===== config.mk =====
export PLATFORM = sky130hd
export DESIGN_NAME = ctrl_endpoint
export DESIGN_NICKNAME = d
export VERILOG_FILES = /design/src/rtl/ctrl_ep_pkg.sv /design/src/rtl/ctrl_ep_control.sv /design/src/rtl/ctrl_ep_datapath.sv /design/src/rtl/ctrl_endpoint.sv
export SDC_FILE = /design/constraint.sdc
export NUM_CORES = 1
export LEC_CHECK = 0
export ABC_AREA = 1
export CORE_MARGIN = 1.5
export CORE_UTILIZATION = 42
export DETAILED_ROUTE_END_ITERATION = 6
export GPL_TIMING_DRIVEN = 0
export PLACE_DENSITY_LB_ADDON = 0.15
export SYNTH_ARGS = -nofsm -noshare
export SYNTH_HDL_FRONTEND = slang
export SYNTH_HIERARCHICAL = 1
export SYNTH_SLANG_ARGS = --single-unit
export TNS_END_PERCENT = 50

===== constraint.sdc =====
create_clock -name clk -period 2.2 [get_ports clk]
set_clock_uncertainty 0.15 [all_clocks]
set_input_delay 0.44 -clock clk [delete_from_list [all_inputs] [get_ports clk]]
set_output_delay 0.44 -clock clk [all_outputs]
set_load 0.005 [all_outputs]

===== src/rtl/ctrl_ep_pkg.sv =====
package ctrl_ep_pkg;

  localparam int SETUP_BYTES = 8;
  localparam int REQ_LEN_W   = 16;

  typedef enum logic [1:0] {
    EP_IDLE = 2'd0,
    EP_TX   = 2'd1,
    EP_RX   = 2'd2
  } epState_e;

  localparam logic [1:0] TOK_SETUP = 2'd0;
  localparam logic [1:0] TOK_IN    = 2'd1;
  localparam logic [1:0] TOK_OUT   = 2'd2;
  localparam logic [1:0] TOK_RSVD  = 2'd3;

  localparam logic [1:0] HS_NONE  = 2'd0;
  localparam logic [1:0] HS_ACK   = 2'd1;
  localparam logic [1:0] HS_NAK   = 2'd2;
  localparam logic [1:0] HS_STALL = 2'd3;

  // strobes from the control FSM to the flag datapath
  typedef struct packed {
    logic [1:0] hsCode;
    logic       setPktRdy;
    logic       clrDataEnd;
    logic       clrSendStall;
    logic       setSentStall;
    logic       setSetupEnd;
    logic       clrTxLoaded;
    logic       raiseInt;
    logic       latchSetup;
  } epStrobe_t;

  // flag state the control FSM decides on
  typedef struct packed {
    logic pktRdy;
    logic dataEnd;
    logic sendStall;
    logic txLoaded;
    logic setupDirIn;
    logic setupHasData;
  } epFlags_t;

endpackage


===== src/rtl/ctrl_ep_control.sv =====
module ctrl_ep_control
  import ctrl_ep_pkg::*;
#(
  parameter int MAX_PKT = 64,
  parameter int LEN_W   = 7
) (
  input  logic             clk,
  input  logic             rst_n,
  input  logic             busReset,
  input  logic             tokValid,
  input  logic [1:0]       tokKind,
  input  logic [LEN_W-1:0] dataLen,
  input  logic             dataPid1,
  input  logic             fwClrPktRdy,
  input  logic             fwDataEnd,
  input  epFlags_t         flags,
  output epStrobe_t        stb,
  output logic [1:0]       epState
);

  epState_e stateQ, stateD;
  logic tokLive, setupLenOk, tooLong, statusPktOk;

  assign tokLive     = tokValid && (tokKind != TOK_RSVD);
  assign setupLenOk  = (dataLen == LEN_W'(SETUP_BYTES));
  assign tooLong     = (dataLen > LEN_W'(MAX_PKT));
  assign statusPktOk = dataPid1 && (dataLen == '0);

  function automatic epStrobe_t withStall(epStrobe_t s);
    epStrobe_t r = s;
    r.hsCode       = HS_STALL;
    r.setSentStall = 1'b1;
    r.raiseInt     = 1'b1;
    r.clrDataEnd   = 1'b1;
    r.clrTxLoaded  = 1'b1;
    return r;
  endfunction

  function automatic epStrobe_t withAbort(epStrobe_t s);
    epStrobe_t r = s;
    r.setSetupEnd = 1'b1;
    r.raiseInt    = 1'b1;
    r.clrDataEnd  = 1'b1;
    r.clrTxLoaded = 1'b1;
    return r;
  endfunction

  always_comb begin
    stb    = '0;
    stateD = stateQ;
    if (tokLive && flags.sendStall) begin
      stb = withStall(stb);
      stb.clrSendStall = 1'b1;
      stateD = EP_IDLE;
    end else if (tokLive) begin
      case (tokKind)
        TOK_SETUP: begin
          if (setupLenOk) begin
            if (stateQ != EP_IDLE) begin
              stb = withAbort(stb);
              stateD = EP_IDLE;
            end
            if (flags.pktRdy) begin
              stb.hsCode = HS_NAK;
            end else begin
              stb.hsCode     = HS_ACK;
              stb.setPktRdy  = 1'b1;
              stb.raiseInt   = 1'b1;
              stb.clrDataEnd = 1'b1;
              stb.latchSetup = 1'b1;
            end
          end
        end
        TOK_IN: begin
          case (stateQ)
            EP_TX: begin
              if (flags.txLoaded) begin
                stb.hsCode      = HS_ACK;
                stb.clrTxLoaded = 1'b1;
                stb.raiseInt    = 1'b1;
              end else if (flags.dataEnd) begin
                stb = withStall(stb);
                stateD = EP_IDLE;
              end else begin
                stb.hsCode = HS_NAK;
              end
            end
            EP_RX: begin
              if (flags.dataEnd) begin
                stb.hsCode     = HS_ACK;
                stb.clrDataEnd = 1'b1;
                stb.raiseInt   = 1'b1;
              end else begin
                stb = withAbort(stb);
              end
              stateD = EP_IDLE;
            end
            default: begin
              if (flags.dataEnd) begin
                stb.hsCode     = HS_ACK;
                stb.clrDataEnd = 1'b1;
                stb.raiseInt   = 1'b1;
              end else begin
                stb.hsCode = HS_NAK;
              end
            end
          endcase
        end
        default: begin // OUT
          case (stateQ)
            EP_TX: begin
              if (flags.dataEnd && !flags.txLoaded) begin
                if (statusPktOk) begin
                  stb.hsCode     = HS_ACK;
                  stb.clrDataEnd = 1'b1;
                  stb.raiseInt   = 1'b1;
                end else begin
                  stb = withStall(stb);
                end
              end else begin
                stb = withAbort(stb);
              end
              stateD = EP_IDLE;
            end
            EP_RX: begin
              if (flags.dataEnd || tooLong) begin
                stb = withStall(stb);
                stateD = EP_IDLE;
              end else if (flags.pktRdy) begin
                stb.hsCode = HS_NAK;
              end else begin
                stb.hsCode    = HS_ACK;
                stb.setPktRdy = 1'b1;
                stb.raiseInt  = 1'b1;
              end
            end
            default: stb.hsCode = HS_NAK;
          endcase
        end
      endcase
    end else if (fwClrPktRdy && !fwDataEnd && (stateQ == EP_IDLE)
                 && flags.pktRdy && flags.setupHasData) begin
      stateD = flags.setupDirIn ? EP_TX : EP_RX;
    end
  end

  always_ff @(posedge clk or negedge rst_n) begin
    if (!rst_n)        stateQ <= EP_IDLE;
    else if (busReset) stateQ <= EP_IDLE;
    else               stateQ <= stateD;
  end

  assign epState = stateQ;

endmodule


===== src/rtl/ctrl_ep_datapath.sv =====
module ctrl_ep_datapath
  import ctrl_ep_pkg::*;
(
  input  logic                 clk,
  input  logic                 rst_n,
  input  logic                 busReset,
  input  epStrobe_t            stb,
  input  logic                 fwClrPktRdy,
  input  logic                 fwDataEnd,
  input  logic                 fwTxReady,
  input  logic                 fwSendStall,
  input  logic                 fwClrSentStall,
  input  logic                 fwClrSetupEnd,
  input  logic                 fwClrInt,
  input  logic                 setupDirIn,
  input  logic [REQ_LEN_W-1:0] setupLength,
  input  logic                 intMask,
  input  logic                 usbIntEn,
  output epFlags_t             flags,
  output logic                 hsValid,
  output logic [1:0]           hsCode,
  output logic                 sentStall,
  output logic                 setupEnd,
  output logic                 epIntFlag,
  output logic                 intReq
);

  // token-driven strobes take precedence over firmware writes
  always_ff @(posedge clk or negedge rst_n) begin
    if (!rst_n) begin
      flags     <= '0;
      hsValid   <= 1'b0;
      hsCode    <= HS_NONE;
      sentStall <= 1'b0;
      setupEnd  <= 1'b0;
      epIntFlag <= 1'b0;
    end else if (busReset) begin
      flags     <= '0;
      hsValid   <= 1'b0;
      hsCode    <= HS_NONE;
      sentStall <= 1'b0;
      setupEnd  <= 1'b0;
      epIntFlag <= 1'b0;
    end else begin
      hsValid <= (stb.hsCode != HS_NONE);
      hsCode  <= stb.hsCode;

      if (stb.setPktRdy)     flags.pktRdy <= 1'b1;
      else if (fwClrPktRdy)  flags.pktRdy <= 1'b0;

      if (stb.clrDataEnd)    flags.dataEnd <= 1'b0;
      else if (fwDataEnd)    flags.dataEnd <= 1'b1;

      if (stb.clrSendStall)  flags.sendStall <= 1'b0;
      else if (fwSendStall)  flags.sendStall <= 1'b1;

      if (stb.clrTxLoaded)   flags.txLoaded <= 1'b0;
      else if (fwTxReady)    flags.txLoaded <= 1'b1;

      if (stb.latchSetup) begin
        flags.setupDirIn   <= setupDirIn;
        flags.setupHasData <= (setupLength != '0);
      end

      if (stb.setSentStall)  sentStall <= 1'b1;
      else if (fwClrSentStall) sentStall <= 1'b0;

      if (stb.setSetupEnd)   setupEnd <= 1'b1;
      else if (fwClrSetupEnd) setupEnd <= 1'b0;

      if (stb.raiseInt)      epIntFlag <= 1'b1;
      else if (fwClrInt)     epIntFlag <= 1'b0;
    end
  end

  assign intReq = epIntFlag & intMask & usbIntEn;

endmodule


===== src/rtl/ctrl_endpoint.sv =====
module ctrl_endpoint
  import ctrl_ep_pkg::*;
#(
  parameter int  MAX_PKT = 64,
  localparam int LEN_W   = $clog2(2 * MAX_PKT)
) (
  input  logic                 clk,
  input  logic                 rst_n,
  input  logic                 busReset,
  input  logic                 tokValid,
  input  logic [1:0]           tokKind,
  input  logic [LEN_W-1:0]     dataLen,
  input  logic                 dataPid1,
  input  logic                 setupDirIn,
  input  logic [REQ_LEN_W-1:0] setupLength,
  input  logic                 fwClrPktRdy,
  input  logic                 fwDataEnd,
  input  logic                 fwTxReady,
  input  logic                 fwSendStall,
  input  logic                 fwClrSentStall,
  input  logic                 fwClrSetupEnd,
  input  logic                 fwClrInt,
  input  logic                 intMask,
  input  logic                 usbIntEn,
  output logic                 hsValid,
  output logic [1:0]           hsCode,
  output logic [1:0]           epState,
  output logic                 pktRdy,
  output logic                 dataEnd,
  output logic                 sendStallPend,
  output logic                 sentStall,
  output logic                 setupEnd,
  output logic                 epIntFlag,
  output logic                 intReq
);

  epStrobe_t stb;
  epFlags_t  flags;

  ctrl_ep_control #(.MAX_PKT(MAX_PKT), .LEN_W(LEN_W)) uCtrl (
    .clk         (clk),
    .rst_n       (rst_n),
    .busReset    (busReset),
    .tokValid    (tokValid),
    .tokKind     (tokKind),
    .dataLen     (dataLen),
    .dataPid1    (dataPid1),
    .fwClrPktRdy (fwClrPktRdy),
    .fwDataEnd   (fwDataEnd),
    .flags       (flags),
    .stb         (stb),
    .epState     (epState)
  );

  ctrl_ep_datapath uPath (
    .clk            (clk),
    .rst_n          (rst_n),
    .busReset       (busReset),
    .stb            (stb),
    .fwClrPktRdy    (fwClrPktRdy),
    .fwDataEnd      (fwDataEnd),
    .fwTxReady      (fwTxReady),
    .fwSendStall    (fwSendStall),
    .fwClrSentStall (fwClrSentStall),
    .fwClrSetupEnd  (fwClrSetupEnd),
    .fwClrInt       (fwClrInt),
    .setupDirIn     (setupDirIn),
    .setupLength    (setupLength),
    .intMask        (intMask),
    .usbIntEn       (usbIntEn),
    .flags          (flags),
    .hsValid        (hsValid),
    .hsCode         (hsCode),
    .sentStall      (sentStall),
    .setupEnd       (setupEnd),
    .epIntFlag      (epIntFlag),
    .intReq         (intReq)
  );

  assign pktRdy        = flags.pktRdy;
  assign dataEnd       = flags.dataEnd;
  assign sendStallPend = flags.sendStall;

endmodule


=== Word-level counts from Yosys, hierarchy flattened ===
Index checks and enable logic that the tools add are counted.

* Flip-flop bits (word level): 14
* Input port bits: 40
* Logic and storage cells: 121
* Output and inout port bits: 12

* $lt $le $gt $ge: 1
* Bitwise logic cells: 2
* Reductions and logical operators: 27
* Eq/ne operators: 12
* Mux-type cells: 67

{| class="wikitable"
|+ Operators with widths
! operator !! count
|-
| 10-bit 2-to-1 mux || 4
|-
| 2-bit 2-to-1 mux || 20
|-
| 1-bit 2-to-1 mux || 26
|-
| 3-bit nonzero test || 7
|-
| 10-bit case mux with 2 select lines || 1
|-
| 2-bit case mux with 2 select lines || 5
|-
| 6-bit != test (second input constant) || 3
|-
| 8-bit case mux with 2 select lines || 1
|-
| 16-bit nonzero test || 1
|-
| 7-bit 2-to-1 mux || 2
|-
| 5-bit 2-to-1 mux || 2
|-
| 5-bit != test (second input constant) || 2
|-
| 1-bit logical AND || 8
|-
| 4-bit case mux with 2 select lines || 1
|-
| 8-bit AND reduction || 1
|-
| 7-bit by 4-bit equality test with 1-bit output (second input constant) || 1
|-
| 7-bit > comparator (second input constant) || 1
|-
| 7-bit zero test || 1
|-
| 7-bit != test (second input constant) || 1
|-
| 3-bit 2-to-1 mux || 2
|-
| 6-bit 2-to-1 mux || 1
|-
| 6-bit by 5-bit != test with 1-bit output (second input constant) || 1
|-
| 2-bit nonzero test || 3
|-
| 2-bit by 1-bit equality test with 1-bit output (second input constant) || 2
|-
| 8 further kinds || 12
|}

=== Longest topological paths before layout ===
Gate-level depths: netlist of the first run.

* Depth in word-level cells: 10
* Depth in mapped cells: 15

=== Modules after synthesis ===
The synthesis of the first run kept the hierarchy.

{| class="wikitable"
|+ Modules (own cells, without submodules)
! module !! times used !! area each (um2) !! cells each
|-
| ctrl_ep_control || 1 || 686.9 || 143
|-
| ctrl_ep_datapath || 1 || 496.7 || 59
|}

=== Least setup slack after synthesis of the first run ===
No wires, ideal clock.

* Kind: flip-flop to flip-flop
* Start: register uCtrl.stateQ[0], in the netlist uCtrl/epState[0]
* End: register uPath.hsValid
* Data required time: 1.973 ns
* Arrival: 1.586 ns
* Path buffers: 1
* Slack: 0.387 ns
* Setup time: 0.077 ns
* Stages on the path, launching flop included: 16
* Cells stage by stage: dfrtp_1 inv_1 ha_1 buf_2 nand2_1 inv_1 nand2_1 nand2_1 nand3_1 nand3_1 nand2_1 inv_1 nand2_1 nand2_1 inv_1 a21oi_1

{| class="wikitable"
|+ RTL lines
! element !! RTL line !! source
|-
| from (decl) || ctrl_ep_control.sv:21 || <nowiki>epState_e stateQ, stateD;</nowiki>
|-
| from (signal assigned) || ctrl_ep_control.sv:150 || <nowiki>else stateQ <= stateD;</nowiki>
|-
| to (signal assigned) || ctrl_ep_datapath.sv:45 || <nowiki>hsValid <= (stb.hsCode != HS_NONE);</nowiki>
|-
| to (decl) || ctrl_ep_datapath.sv:20 || <nowiki>output logic hsValid,</nowiki>
|}

=== Worst setup path in the final report of the first run ===
* Start: input usbIntEn
* End: output intReq

* Longest elaborated chain between the ends: 1

{| class="wikitable"
|+ RTL lines
! element !! RTL line !! source
|-
| from (decl) || ctrl_endpoint.sv:24 || <nowiki>input logic usbIntEn,</nowiki>
|-
| 1-bit bitwise AND || ctrl_ep_datapath.sv:76 || <nowiki>assign intReq = epIntFlag & intMask & usbIntEn;</nowiki>
|-
| to (decl) || ctrl_endpoint.sv:34 || <nowiki>output logic intReq</nowiki>
|}

Every way passes these cells.

==> metrics, run 1 <==
compound-gate portion of the synthesized area=0.09197; mux contribution to synthesized area=0; Slew headroom=0.5691; Placement Setup Slack=-0.3238 ns; power density over cell area=396.6 nW/um^2; run status=finished, final reports clean; Syn. warnings=6; worst hold slack=0.3755 ns; num ports=52; Post-synth ARST share=1.000; Tcrit/Tclk final=0.9654; total clock buffers created by CTS=3; beginning of the worst hold path=uPath/sentStall; total standard cell area after synthesis=1184 um^2; clock tree from TritonCTS=built; Chip Width=56.09 um; number of iterations in the first detailed-routing pass=4; RSZ-0062 raised after global routing=no; clock net sink count=14; number of standard cells after synthesis=202; dominant cells by area after synthesis=dfrtp_1, nand2_1, nor2_1, inv_1, nand3_1; minimum period implied by the final worst setup slack=2.124 ns; post-synthesis register bit count=14; origin of the critical flop-to-flop path=uCtrl/epState[0]; critical path endpoint category=output port; level count of the clock H-tree=1; Routability Congestion=0.9102; total of max-cap violations=0; worst vdd rail ir drop=0.3154 mV; number of global-route vias before repair=1,279; number of DRC markers in iteration 0=93; cts-stage hold buffer count=0; wire length of the first global-routing pass=5437 um; number of flops mapped to enable cells by yosys=0; fraction of the mapped netlist area in adder cells=0.03171; Post-Place Cells=284; master cell of the clock root buffer=clkbuf_4; GRT Resource Usage Total=0.2165; Worst R2R End=uPath/hsValid; register-to-register setup slack=0.22 ns; main combinational cell family by area after synthesis=simple AND/OR/NAND/NOR gates; overall routed net length=3216 um; post-synth net total=245; Fmax=470.8 MHz; hold path cells=2; via count=1,414; floorplan row count=19; number of slew-limit violations in the final report=0; proportion of netlist area held by the largest area contributor=0.2960; overflow left after global routing=0; maximum clock path buffer count=2; proportion of synthesized chip area in sequential cells=0.2960; DRC Markers=0; Worst setup startpoint=usbIntEn; final setup violation count=0; initial core utilization=0.4367; final core utilization=0.6694; maximum fanout along the worst path=1; Post-Synth XOR/XNOR Area=0; arrival time of the worst setup path=1.53 ns; dominant cell type by area after synthesis=dfrtp_1; kind of path behind the tightest hold check=reg2reg; largest net degree at the start of global routing=15; kind of critical path=in2out; Hold Fails Final Rpt=0; Antenna Cells=0; Core Footprint=2710 um^2; nature of the critical path startpoint=input port; dpl hpwl=2558 um; Antenna Violating Nets Remaining=0; Avg WL per Cell=11.01 um; mean number of vias per cell=4.842; post-CTS clock slew at the launch and capture registers of the worst setup and hold paths=0.09 ns; simple-gate portion of the synthesized area=0.4767; synthesized area per cell=5.860 um^2; die area=3146 um^2; buffers added on ports=51; die outline height=56.09 um; total leakage power=0.0009235 uW; Slew @ Worst Pin=0.6443 ns; relative area change from synthesis to final layout=53.28%; Unique masters post-synth=21; clock insertion delay at the later pin of the skew report=0.28 ns; required time of the worst setup path=1.61 ns; number of cells on the worst reg-to-reg path=15; final standard cell count with taps included and fillers excluded=292; Post-synth top flop=dfrtp_1; proportion of layout cells with a drive suffix above 1=0.08046; final setup slack of the worst path=0.07617 ns; end point of the most critical hold path=uPath/sentStall; Commonest cells post-synth=nand2_1, nor2_1, inv_1, nand3_1, dfrtp_1; Final Net Count=305; antenna violations before repair=0; most common cell in the synthesized netlist=nand2_1
[cells by family after synthesis]
kind of cell             Yosys count
AND/OR/NAND/NOR                  133
buffers and inverters             32
AO/OA/AOI/OAI                     20
flip-flops                        14
adder cells (fa/ha/maj)            3
[layer usage]
layer,wire length [um],vias up,share of wire,GRT usage
met2,1429,52,0.44,0.3345
li1,-,744,-,-
met4,59,0,0.018,0.09864
met5,0,-,0,0
met3,222,6,0.069,0.02791
met1,1505,612,0.47,0.3015
[what timing repair did]
item / 4_1_cts / 5_1_grt
setup endpoints to repair: 1 / 2
gates cloned: 0 / 0
setup buffers: 1 / 3
resized for setup: 2 / 2
[worst max path at each step]
stage / slack (ns) / end / cells after the start
2_1_floorplan: 0.39 / uPath/hsValid / 15
3_3_place_gp: -0.34 / uPath/flags[0] / 11
3_5_place_dp: -0.32 / uPath/flags[0] / 11
4_1_cts: 0.07 / intReq / 3
5_1_grt: 0.006 / uPath/hsValid / 15
6_report: 0.08 / intReq / 3
[worst max-delay path, cell delays in order]
cell,delay [ns]
clkdlybuf4s50_1,0.45
and3_1,0.14
clkdlybuf4s50_1,0.51
[layout by cell type (no fill, tap or decap), drive strengths merged]
| cell | n |
|---|---|
| and3 | 1 |
| buf | 5 |
| nor3 | 6 |
| nand4 | 2 |
| o21ai | 9 |
| nand2 | 63 |
| nand3 | 17 |
| nand3b | 1 |
| clkdlybuf4s50 | 50 |
| or2 | 1 |
| nor2 | 42 |
| inv | 30 |
| o21a | 1 |
| a21oi | 9 |
| dfrtp | 14 |
| a21boi | 1 |
| ha | 3 |
| clkbuf | 5 |
| dlymetal6s2s | 1 |
[power breakdown]
group / internal [uW] / switching (uW) / total [uW]
Combinational: 133 / 115 / 248
Sequential: 271 / 12.0 / 283
Clock: 101 / 88.2 / 189
[flip-flops by register name, indices dropped and copies added, names as in the netlist]
| signal | flops |
|---|---|
| uPath/setupEnd | 1 |
| uPath/hsValid | 1 |
| uCtrl/epState | 2 |
| uPath/hsCode | 2 |
| uPath/flags | 6 |
| uPath/sentStall | 1 |
| uPath/epIntFlag | 1 |
[per-stage QoR]
| stage | cell area, um^2 | power [uW] | setup TNS [ns] |
|---|---|---|---|
| 2_1_floorplan | 1184 | 396.8 | 0 |
| 3_3_place_gp | 1733 | 524.6 | -1.155 |
| 5_1_grt | 1814 | 771.3 | 0 |
| 6_report | 1814 | 719.6 | 0 |
| 4_1_cts | 1787 | 722.6 | 0 |
| 3_5_place_dp | 1733 | 526.0 | -1.087 |
[final cells by class]
type	instances	area [um^2]
Buffer	2	12.51
Clock buffer	4	36.28
Fill cell	263	895.9
Inverter	30	112.6
Multi-Input combinational cell	156	720.7
Sequential cell	14	350.3
Tap cell	31	38.79
Timing Repair Buffer	55	543.0
Note: power is estimated with default switching activity, not from simulation.
==> run 2, diff against run 1 <==
--- a/config.mk
+++ b/config.mk
@@ -6,6 +6,7 @@
 export NUM_CORES = 1
 export LEC_CHECK = 0
 export ABC_AREA = 1
+export CORE_ASPECT_RATIO = 0.8
 export CORE_MARGIN = 1.5
 export CORE_UTILIZATION = 42
 export DETAILED_ROUTE_END_ITERATION = 6
==> metrics, run 2 (synthesized netlist as in run 1, its figures left out) <==
run status=finished, final reports clean; end point of the most critical hold path=uPath/sentStall; maximum clock path buffer count=2; minimum period implied by the final worst setup slack=2.116 ns; Antenna Cells=0; buffers added on ports=51; combinational power share=0.343; net switching power=214.5 uW; kind of path behind the tightest hold check=reg2reg; floorplan row count=17; most prevalent standard cell on the critical path=clkdlybuf4s50_1; clock share of power=0.261; total of max-cap violations=0; critical path endpoint category=output port; level count of the clock H-tree=1; maximum fanout along the worst path=1; Tcrit/Tclk final=0.9616; leading cell type in the layout, fill and taps excluded=nand2_1; total clock buffers created by CTS=3; DRC Markers=0; GRT Resource Usage Total=0.2146; Final TNS setup=0 ns; leading cell types in the layout, fill and taps excluded=nand2_1, clkdlybuf4s50_1, nor2_1, inv_1, nand3_1; master cell of the clock root buffer=clkbuf_4; number of iterations in the first detailed-routing pass=4; overflow left after global routing=0; hold path cells=2; Placement Setup Slack=-0.3349 ns; Flop pwr share=0.396; number of DRC markers in iteration 0=104; relative area change from synthesis to final layout=52.75%; worst hold slack=0.3788 ns; Slew @ Worst Pin=0.6468 ns; power density over cell area=396.0 nW/um^2; num ports=52; worst vdd rail ir drop=0.2779 mV; final setup slack of the worst path=0.08441 ns; clock insertion delay at the later pin of the skew report=0.28 ns; antenna violations before repair=0; register containing the most flip-flops in the final layout=uPath/flags; crit path cell chain=clkdlybuf4s50_1 > and3_1 > clkdlybuf4s50_1; number of flip-flops under the largest register name=6; CP top delay family=buffers and inverters; Fmax=472.7 MHz; clock net sink count=14; beginning of the worst hold path=uPath/sentStall; via count=1,416; number of global-route vias before repair=1,207; number of cells on the worst reg-to-reg path=15; clock tree from TritonCTS=built; Routability Congestion=0.9553; Core Footprint=2723 um^2; largest net degree at the start of global routing=15; register-to-register setup slack=0.21 ns; Worst R2R End=uPath/hsValid; Antenna Violating Nets Remaining=0; origin of the critical flop-to-flop path=uCtrl/epState[1]; mean number of vias per cell=4.768; required time of the worst setup path=1.61 ns; initial core utilization=0.4347; Sw Share=0.2996; Slew headroom=0.5674; kind of critical path=in2out; cell type of the slowest stage on the worst timing path=clkdlybuf4s50_1; die outline height=50.48 um; number of buffer and inverter instances along the worst setup path=2; Pwr Total=715.9 uW; cell internal power dissipation=501.4 uW; number of slew-limit violations in the final report=0; Final Net Count=303; total leakage power=0.0009104 uW; post-CTS clock slew at the launch and capture registers of the worst setup and hold paths=0.09 ns; proportion of layout cells with a drive suffix above 1=0.07722; Avg WL per Cell=11.17 um; wire length of the first global-routing pass=5382 um; Chip Width=62.35 um; slowest cell delay on critical path=0.49 ns; arrival time of the worst setup path=1.53 ns; final setup violation count=0; dpl hpwl=2657 um; nature of the critical path startpoint=input port; overall routed net length=3317 um; RSZ-0062 raised after global routing=no; Hold Fails Final Rpt=0; die area=3147 um^2; cts-stage hold buffer count=0
[run 2: changes by cell type in the layout (fill, tap and decap cells not counted), sizes merged]
cell	previous run	this run
buf	5	3
[run 2: final cells by class]
type / count / area (um^2)
buffer: 2 / 12.51
clock buffer: 4 / 36.28
fill: 256 / 914.6
inverter: 30 / 112.6
multi-input combinational: 156 / 720.7
sequential: 14 / 350.3
tap: 38 / 47.55
timing repair buffer: 53 / 528.0
[run 2: worst max-delay path by stage]
| stage | startpoint | to | cells after the start |
|---|---|---|---|
| after floorplan | uCtrl/epState[0] | uPath/hsValid | 15 |
| after global placement | tokKind[1] | uPath/flags[0] | 11 |
| after detailed placement | tokKind[1] | uPath/flags[0] | 11 |
| after CTS | tokKind[1] | uPath/flags[0] | 11 |
| after global routing | tokKind[0] | uPath/flags[0] | 11 |
| final | usbIntEn | intReq | 3 |
[run 2: power groups by stage]
stage               registers (uW)  clock network, uW  logic [uW]
finish                         284                187         245
global route                   286                203         273
floorplan                      288                  0         109
CTS                            284                194         241
detailed placement             288                  0         239
global placement               289                  0         238
[run 2: worst reg2reg max path, stage by stage (launching register included)]
cell	delay (ns)
dfrtp_1	0.39
inv_1	0.08
ha_1	0.27
clkbuf_4	0.17
nand2_1	0.10
inv_2	0.11
nand2_1	0.05
nand2_1	0.05
nand3_1	0.08
nand3_1	0.08
nand2_1	0.06
inv_1	0.05
nand2_1	0.04
nand2_1	0.06
inv_1	0.05
a21oi_1	0.13
[run 2: repair_timing]
item,in CTS,in global routing
buffers inserted,1,1
gates resized for setup,0,5
setup endpoints to repair,1,2
endpoints found under the hold margin,0,0
pin swaps,1,0
cloned,0,0
[run 2: stage by stage]
step                utilization  cell area (um^2)  std cells
finish                   0.6641              1808        297
global route             0.6641              1808        297
CTS                      0.6558              1785        296
floorplan                     -              1184        202
global placement         0.6397              1742        291
detailed placement       0.6397              1742        291
[run 2: metal layers]
layer  part of all wire  GRT usage  routed length [um]  vias to the layer above
met3              0.087    0.04260                 287                        2
met4             0.0042    0.05556                  14                        0
li1                   -          -                   -                      746
met1               0.47     0.3006                1556                      595
met5                  0          0                   0                        -
met2               0.44     0.3424                1458                       73
